[src/rtl/imm_exu_pkg.sv]
package imm_exu_pkg;
  localparam int XLEN     = 64;
  localparam int LANE_W   = 16;
  localparam int NLANE    = XLEN / LANE_W;
  localparam int LSEL_W   = $clog2(NLANE);
  localparam int NREG     = 16;
  localparam int RAW      = $clog2(NREG);
  localparam int IMM_W    = 2 * LANE_W;
  localparam int ILEN     = 48;
  localparam int CC_W     = 2;
  localparam logic [7:0] SHORT_PRI = 8'hA5;
  localparam logic [7:0] LONG_PRI  = 8'hC0;

  typedef enum logic [1:0] {OP_INS, OP_AND, OP_OR, OP_XOR} fop_e;

  typedef struct packed {
    logic              legal;
    fop_e              op;
    logic [RAW-1:0]    rnum;
    logic [LSEL_W-1:0] lane_lo;  // lowest 16-bit lane of the field
    logic              wide;     // 32-bit field
    logic [IMM_W-1:0]  imm;
  } dec_t;
endpackage

[src/rtl/imm_exu_decode.sv]
module imm_exu_decode
  import imm_exu_pkg::*;
(
  input  logic [ILEN-1:0] insn_i,
  input  logic            long_i,
  output dec_t            dec_o
);
  logic [3:0] sub;

  always_comb begin
    dec_o = '0;
    sub   = '0;
    if (!long_i) begin
      sub           = insn_i[19:16];
      dec_o.rnum    = insn_i[23:20];
      dec_o.imm     = {{(IMM_W-LANE_W){1'b0}}, insn_i[15:0]};
      dec_o.wide    = 1'b0;
      // sub-op low bits count fields from the top down
      dec_o.lane_lo = LSEL_W'(NLANE - 1) - sub[1:0];
      dec_o.legal   = (insn_i[31:24] == SHORT_PRI);
      unique case (sub[3:2])
        2'd0:    dec_o.op = OP_INS;
        2'd1:    dec_o.op = OP_AND;
        2'd2:    dec_o.op = OP_OR;
        default: dec_o.legal = 1'b0;
      endcase
    end else begin
      sub           = insn_i[35:32];
      dec_o.rnum    = insn_i[39:36];
      dec_o.imm     = insn_i[31:0];
      dec_o.wide    = 1'b1;
      dec_o.lane_lo = sub[0] ? LSEL_W'(0) : LSEL_W'(NLANE / 2);
      dec_o.legal   = (insn_i[47:40] == LONG_PRI);
      unique case (sub)
        4'h6, 4'h7: dec_o.op = OP_XOR;
        4'h8, 4'h9: dec_o.op = OP_INS;
        4'hA, 4'hB: dec_o.op = OP_AND;
        4'hC, 4'hD: dec_o.op = OP_OR;
        default:    dec_o.legal = 1'b0;
      endcase
    end
  end
endmodule

[src/rtl/imm_exu_align.sv]
module imm_exu_align
  import imm_exu_pkg::*;
(
  input  logic [LSEL_W-1:0] lane_lo_i,
  input  logic              wide_i,
  input  logic [IMM_W-1:0]  imm_i,
  output logic [XLEN-1:0]   imm_sh_o,
  output logic [XLEN-1:0]   fmask_o
);
  logic [LSEL_W:0] lane_hi;
  assign lane_hi = {1'b0, lane_lo_i} + 1'b1;

  for (genvar l = 0; l < NLANE; l++) begin : g_lane
    logic sel_lo, sel_hi;
    assign sel_lo = (LSEL_W'(l) == lane_lo_i);
    assign sel_hi = wide_i && ((LSEL_W+1)'(l) == lane_hi);
    assign fmask_o[l*LANE_W +: LANE_W]  = {LANE_W{sel_lo | sel_hi}};
    assign imm_sh_o[l*LANE_W +: LANE_W] = sel_lo ? imm_i[0 +: LANE_W]
                                        : sel_hi ? imm_i[LANE_W +: LANE_W]
                                        : '0;
  end
endmodule

[src/rtl/imm_exu_alu.sv]
module imm_exu_alu
  import imm_exu_pkg::*;
(
  input  fop_e            op_i,
  input  logic [XLEN-1:0] opnd_i,
  input  logic [XLEN-1:0] imm_sh_i,
  input  logic [XLEN-1:0] fmask_i,
  output logic [XLEN-1:0] res_o,
  output logic            field_nz_o
);
  always_comb begin
    unique case (op_i)
      OP_AND:  res_o = opnd_i & (imm_sh_i | ~fmask_i);
      OP_OR:   res_o = opnd_i | imm_sh_i;
      OP_XOR:  res_o = opnd_i ^ imm_sh_i;
      default: res_o = (opnd_i & ~fmask_i) | imm_sh_i;
    endcase
  end

  assign field_nz_o = |(res_o & fmask_i);
endmodule

[src/rtl/imm_field_exu.sv]
module imm_field_exu
  import imm_exu_pkg::*;
(
  input  logic            clk_i,
  input  logic            rst_ni,
  input  logic            valid_i,
  input  logic            long_i,
  input  logic [47:0]     insn_i,
  output logic [3:0]      rf_raddr_o,
  input  logic [63:0]     rf_rdata_i,
  output logic            rf_we_o,
  output logic [3:0]      rf_waddr_o,
  output logic [63:0]     rf_wdata_o,
  output logic [1:0]      cc_o,
  output logic            illegal_o
);
  dec_t            dec;
  logic [XLEN-1:0] opnd, imm_sh, fmask, alu_res;
  logic            field_nz, fwd;

  imm_exu_decode u_dec (
    .insn_i (insn_i),
    .long_i (long_i),
    .dec_o  (dec)
  );

  assign rf_raddr_o = dec.rnum;
  // pending write not yet in the file: bypass it
  assign fwd  = rf_we_o && (rf_waddr_o == dec.rnum);
  assign opnd = fwd ? rf_wdata_o : rf_rdata_i;

  imm_exu_align u_align (
    .lane_lo_i (dec.lane_lo),
    .wide_i    (dec.wide),
    .imm_i     (dec.imm),
    .imm_sh_o  (imm_sh),
    .fmask_o   (fmask)
  );

  imm_exu_alu u_alu (
    .op_i       (dec.op),
    .opnd_i     (opnd),
    .imm_sh_i   (imm_sh),
    .fmask_i    (fmask),
    .res_o      (alu_res),
    .field_nz_o (field_nz)
  );

  always_ff @(posedge clk_i or negedge rst_ni) begin
    if (!rst_ni) begin
      rf_we_o    <= 1'b0;
      rf_waddr_o <= '0;
      rf_wdata_o <= '0;
      cc_o       <= '0;
      illegal_o  <= 1'b0;
    end else begin
      rf_we_o   <= valid_i && dec.legal;
      illegal_o <= valid_i && !dec.legal;
      if (valid_i && dec.legal) begin
        rf_waddr_o <= dec.rnum;
        rf_wdata_o <= alu_res;
        if (dec.op != OP_INS) cc_o <= {1'b0, field_nz};
      end
    end
  end


  illegal_no_write_chk: assert property (@(posedge clk_i) disable iff (!rst_ni)
    valid_i && !dec.legal |=> illegal_o && !rf_we_o && $stable(cc_o));


  insert_keeps_cc_chk: assert property (@(posedge clk_i) disable iff (!rst_ni)
    valid_i && dec.legal && dec.op == OP_INS |=> $stable(cc_o));


  idle_holds_chk: assert property (@(posedge clk_i) disable iff (!rst_ni)
    !valid_i |=> !rf_we_o && !illegal_o && $stable(cc_o));


  outside_field_kept_chk: assert property (@(posedge clk_i) disable iff (!rst_ni)
    valid_i && dec.legal |-> ((alu_res ^ opnd) & ~fmask) == '0);


  cc_from_field_chk: assert property (@(posedge clk_i) disable iff (!rst_ni)
    valid_i && dec.legal && dec.op != OP_INS |=>
      cc_o == (((rf_wdata_o & $past(fmask)) != '0) ? 2'd1 : 2'd0));


  write_addr_chk: assert property (@(posedge clk_i) disable iff (!rst_ni)
    valid_i && dec.legal |=> rf_we_o && rf_waddr_o == $past(rf_raddr_o));
endmodule

[config.mk]
export PLATFORM = sky130hd
export DESIGN_NAME = imm_field_exu
export DESIGN_NICKNAME = d
export VERILOG_FILES = /design/src/rtl/imm_exu_pkg.sv /design/src/rtl/imm_exu_decode.sv /design/src/rtl/imm_exu_align.sv /design/src/rtl/imm_exu_alu.sv /design/src/rtl/imm_field_exu.sv
export SDC_FILE = /design/constraint.sdc
export NUM_CORES = 1
export LEC_CHECK = 0
export BUFFER_PORTS_ARGS = -buffer_cell sky130_fd_sc_hd__buf_2
export CAP_MARGIN = 30
export CELL_PAD_IN_SITES_DETAIL_PLACEMENT = 0
export CELL_PAD_IN_SITES_GLOBAL_PLACEMENT = 1
export CORE_MARGIN = 10
export CORE_UTILIZATION = 35
export CTS_BUF_LIST = sky130_fd_sc_hd__clkbuf_8
export DETAILED_ROUTE_END_ITERATION = 7
export PLACE_DENSITY = 0.73
export SETUP_SLACK_MARGIN = 0.15
export SLEW_MARGIN = 20
export SYNTH_ARGS = -nofsm -noshare
export SYNTH_HDL_FRONTEND = slang
export SYNTH_SLANG_ARGS = --single-unit
[constraint.sdc]
create_clock -name clk_i -period 7.3 [get_ports clk_i]
set_input_delay 0.365 -clock clk_i [delete_from_list [all_inputs] [get_ports clk_i]]
set_output_delay 0.365 -clock clk_i [all_outputs]
set_load 0.1 [all_outputs]
==> impl_results.md <==
* Fin util at 43.7%
* Post-synth top area cell: dfrtp_1
* Power Density at 163 nW/µm²
* Yosys warnings at 0
* Setup violations, final at 0
* Final Net Count at 984
* Placed Area at 7330 µm²
* Initial Util at 35.8%
* Vias in the first global route at 6448
* Design area at 7580 µm²
* Top FF cell, synth: dfrtp_1
* Number of synthesized register bits at 71
* Synth top area cells: dfrtp_1 29%, mux2i_1 11%, mux2_2 10%
* Top-count cell post-synth: o21ai_0
* RSZ-0062 raised after global routing: false
* Arrival time at the worst endpoint at 4.19 ns
* Power Total at 1.23 mW
* Syn_area_per_cell at 8.84 µm²
* CTS H-tree lvls at 3
* Final critical-path required period at 3.94 ns
* Root buffer cell: clkbuf_8
* R2r setup slk at 3.49 ns
* Per-cell routed wire length at 21.9 µm
* Die H at 153 µm
* GPL Wtd Cong at 0.901
* Hold Fails Final Rpt at 0
* Place WS at 2.98 ns
* Die ar. at 23500 µm²
* FILL cells at 1781
* Max Freq at 254 MHz
* Final worst setup slack at 3.36 ns
* Area Growth Syn to Fin at 22.2%
* First-pass GRT wire length at 37000 µm
* Setup crit start kind: input pin
* Total CTS buffers at 9
* Post-Synthesis Cells at 702
* DRC Markers at 0
* Clk slew on worst S/H paths at 0.09 ns
* RR Endpoint: cc_o[0]$_DFFE_PN0P_
* Clk_skew at 0.0149 ns
* Core Area at 17400 µm²
* Ratio of cells with drive above 1 in the final layout at 33.8%
* Max-slew headroom at 43.4%
* Synth unique cells at 59
* Max IR drop VDD at 0.0971 mV
* CTS Buffer Depth at 2
* Origin of the critical flop-to-flop path: rf_waddr_o[2]$_DFFE_PN0P_
* Worst slew pin tran at 0.840 ns
* EDFF count, synth at 0
* DR pass1 iterations at 5
* TritonCTS clock tree: built
* Top cells by count, synth: 74 x o21ai_0, 71 x dfrtp_1, 69 x mux2i_1
* Final Max Tran Viols at 0
* Total Wirelength at 24100 µm
* Via/cell ratio at 5.76
* Worst-skew pair later-pin latency at 0.38 ns
* Setup Buffers After CTS at 0
* Port Buf Inserts at 190
* Critical path peak fanout at 64
* Register area share after synthesis at 28.6%
* CP Capture Type: flop
* Total of max-cap violations at 0
* CP Data Required Time at 7.55 ns
* # IOs at 192
* Syn nets at 818
* Hold Path Class: in2async
* Status: finished clean
* Clock Sinks at 71
* Final period utilization at 53.9%
* Synth Cell Area at 6210 µm²
* WS Path Type: in2reg
* Fin Setup TNS at 0 ns
* Floorplan row count at 48
* Cells resized by post-CTS repair at 0
* Asr flop ratio synth at 100%
* Iteration-0 DRC count of the detailed router at 465
* P_leak at 3.47 nW
* Routed Antenna Nets at 0
* Largest net degree at the start of global routing at 72
* Top cell type's share of synthesized area at 28.6%
* Worst R2R Path Depth at 11
* Cts hold-fix bufs at 0
* HPWL after DPL at 17800 µm
* Via Count at 6332
* Grt ovf at 0
* Antenna violations before repair at 3
* Die extent in x at 153 µm
* GRT Total Usage at 19.6%
==> worst max-delay path, cell delays in order <==
cell       delay [ns]
buf_2            0.32
mux2i_1          0.32
mux2_1           0.38
nor4_4           0.20
buf_12           0.40
mux2i_1          0.33
mux2i_1          0.11
o2bb2ai_1        0.19
nor4_1           0.43
a41oi_1          0.27
a2111oi_1        0.63
a31oi_1          0.15
==> logic make-up after synthesis <==
logic type	count (synthesis)	share of synthesized area [%]
simple gates	162	12.2
xor+xnor	34	4.80
other cells	1	0.0604
flops	71	28.6
compound gates	246	27.6
mux	129	22.1
buf+inv	59	4.60
==> registers in the layout, indices dropped and copies added (netlist names) <==
signal	flops
rf_wdata_o	64
rf_waddr_o	4
cc_o	1
illegal_o	1
rf_we_o	1
==> layout by cell type, fill, tap and decap left out, types with 16 or more instances in the layout <==
cell type and n:
o21a_1 19, a22o_1 28, mux2_2 56, o2bb2ai_1 16
nor2_1 46, mux2i_1 69, xnor2_1 24, dfrtp_1 71
buf_2 190, o21ai_0 74, a211oi_1 21, nand2_1 66
==> cell type report <==
class | instances | area, µm² | share of cell area, %
Multi-Input combinational cell | 572 | 4170 | 55.0
Sequential cell | 71 | 1780 | 23.4
Timing Repair Buffer | 206 | 1110 | 14.6
Tap cell | 225 | 282 | 3.71
Clock buffer | 11 | 151 | 2.00
Clock inverter | 5 | 56.3 | 0.742
Inverter | 8 | 30.0 | 0.396
Antenna cell | 2 | 5.00 | 0.0660
==> routing by layer <==
metal,share of wire (%),global-route usage [%],vias up
met5,0.054,0,-
met2,45,30.7,269
met3,7.4,5.56,32
met4,1.6,5.63,2
li1,-,-,3012
met1,46,25.7,3017
==> worst max path at each step <==
stage | cells past startpoint | from | endpoint | slack, ns
after global placement | 12 | long_i | cc_o[0]$_DFFE_PN0P_ | 3.02
after detailed placement | 12 | long_i | cc_o[0]$_DFFE_PN0P_ | 2.98
after global routing | 12 | long_i | cc_o[0]$_DFFE_PN0P_ | 3.14
after floorplan | 13 | rf_waddr_o[2]$_DFFE_PN0P_ | cc_o[0]$_DFFE_PN0P_ | 3.81
after CTS | 12 | long_i | cc_o[0]$_DFFE_PN0P_ | 3.40
final | 12 | long_i | cc_o[0]$_DFFE_PN0P_ | 3.36
==> metrics by stage <==
stage / cells / hold slack, ns
finish: 1100 / 0.00376
global route: 1100 / 0.0248
CTS: 1094 / 0.250
detailed placement: 1078 / 0.479
global placement: 1076 / 0.470
floorplan: 702 / 0.0694
==> where the power goes <==
part / switching [mW] / total (mW) / internal [mW]
combinational: 0.330 / 0.467 / 0.138
clock: 0.170 / 0.346 / 0.176
sequential: 0.0121 / 0.421 / 0.409
total: 0.512 / 1.23 / 0.723
(Power assumes the default switching activity.)
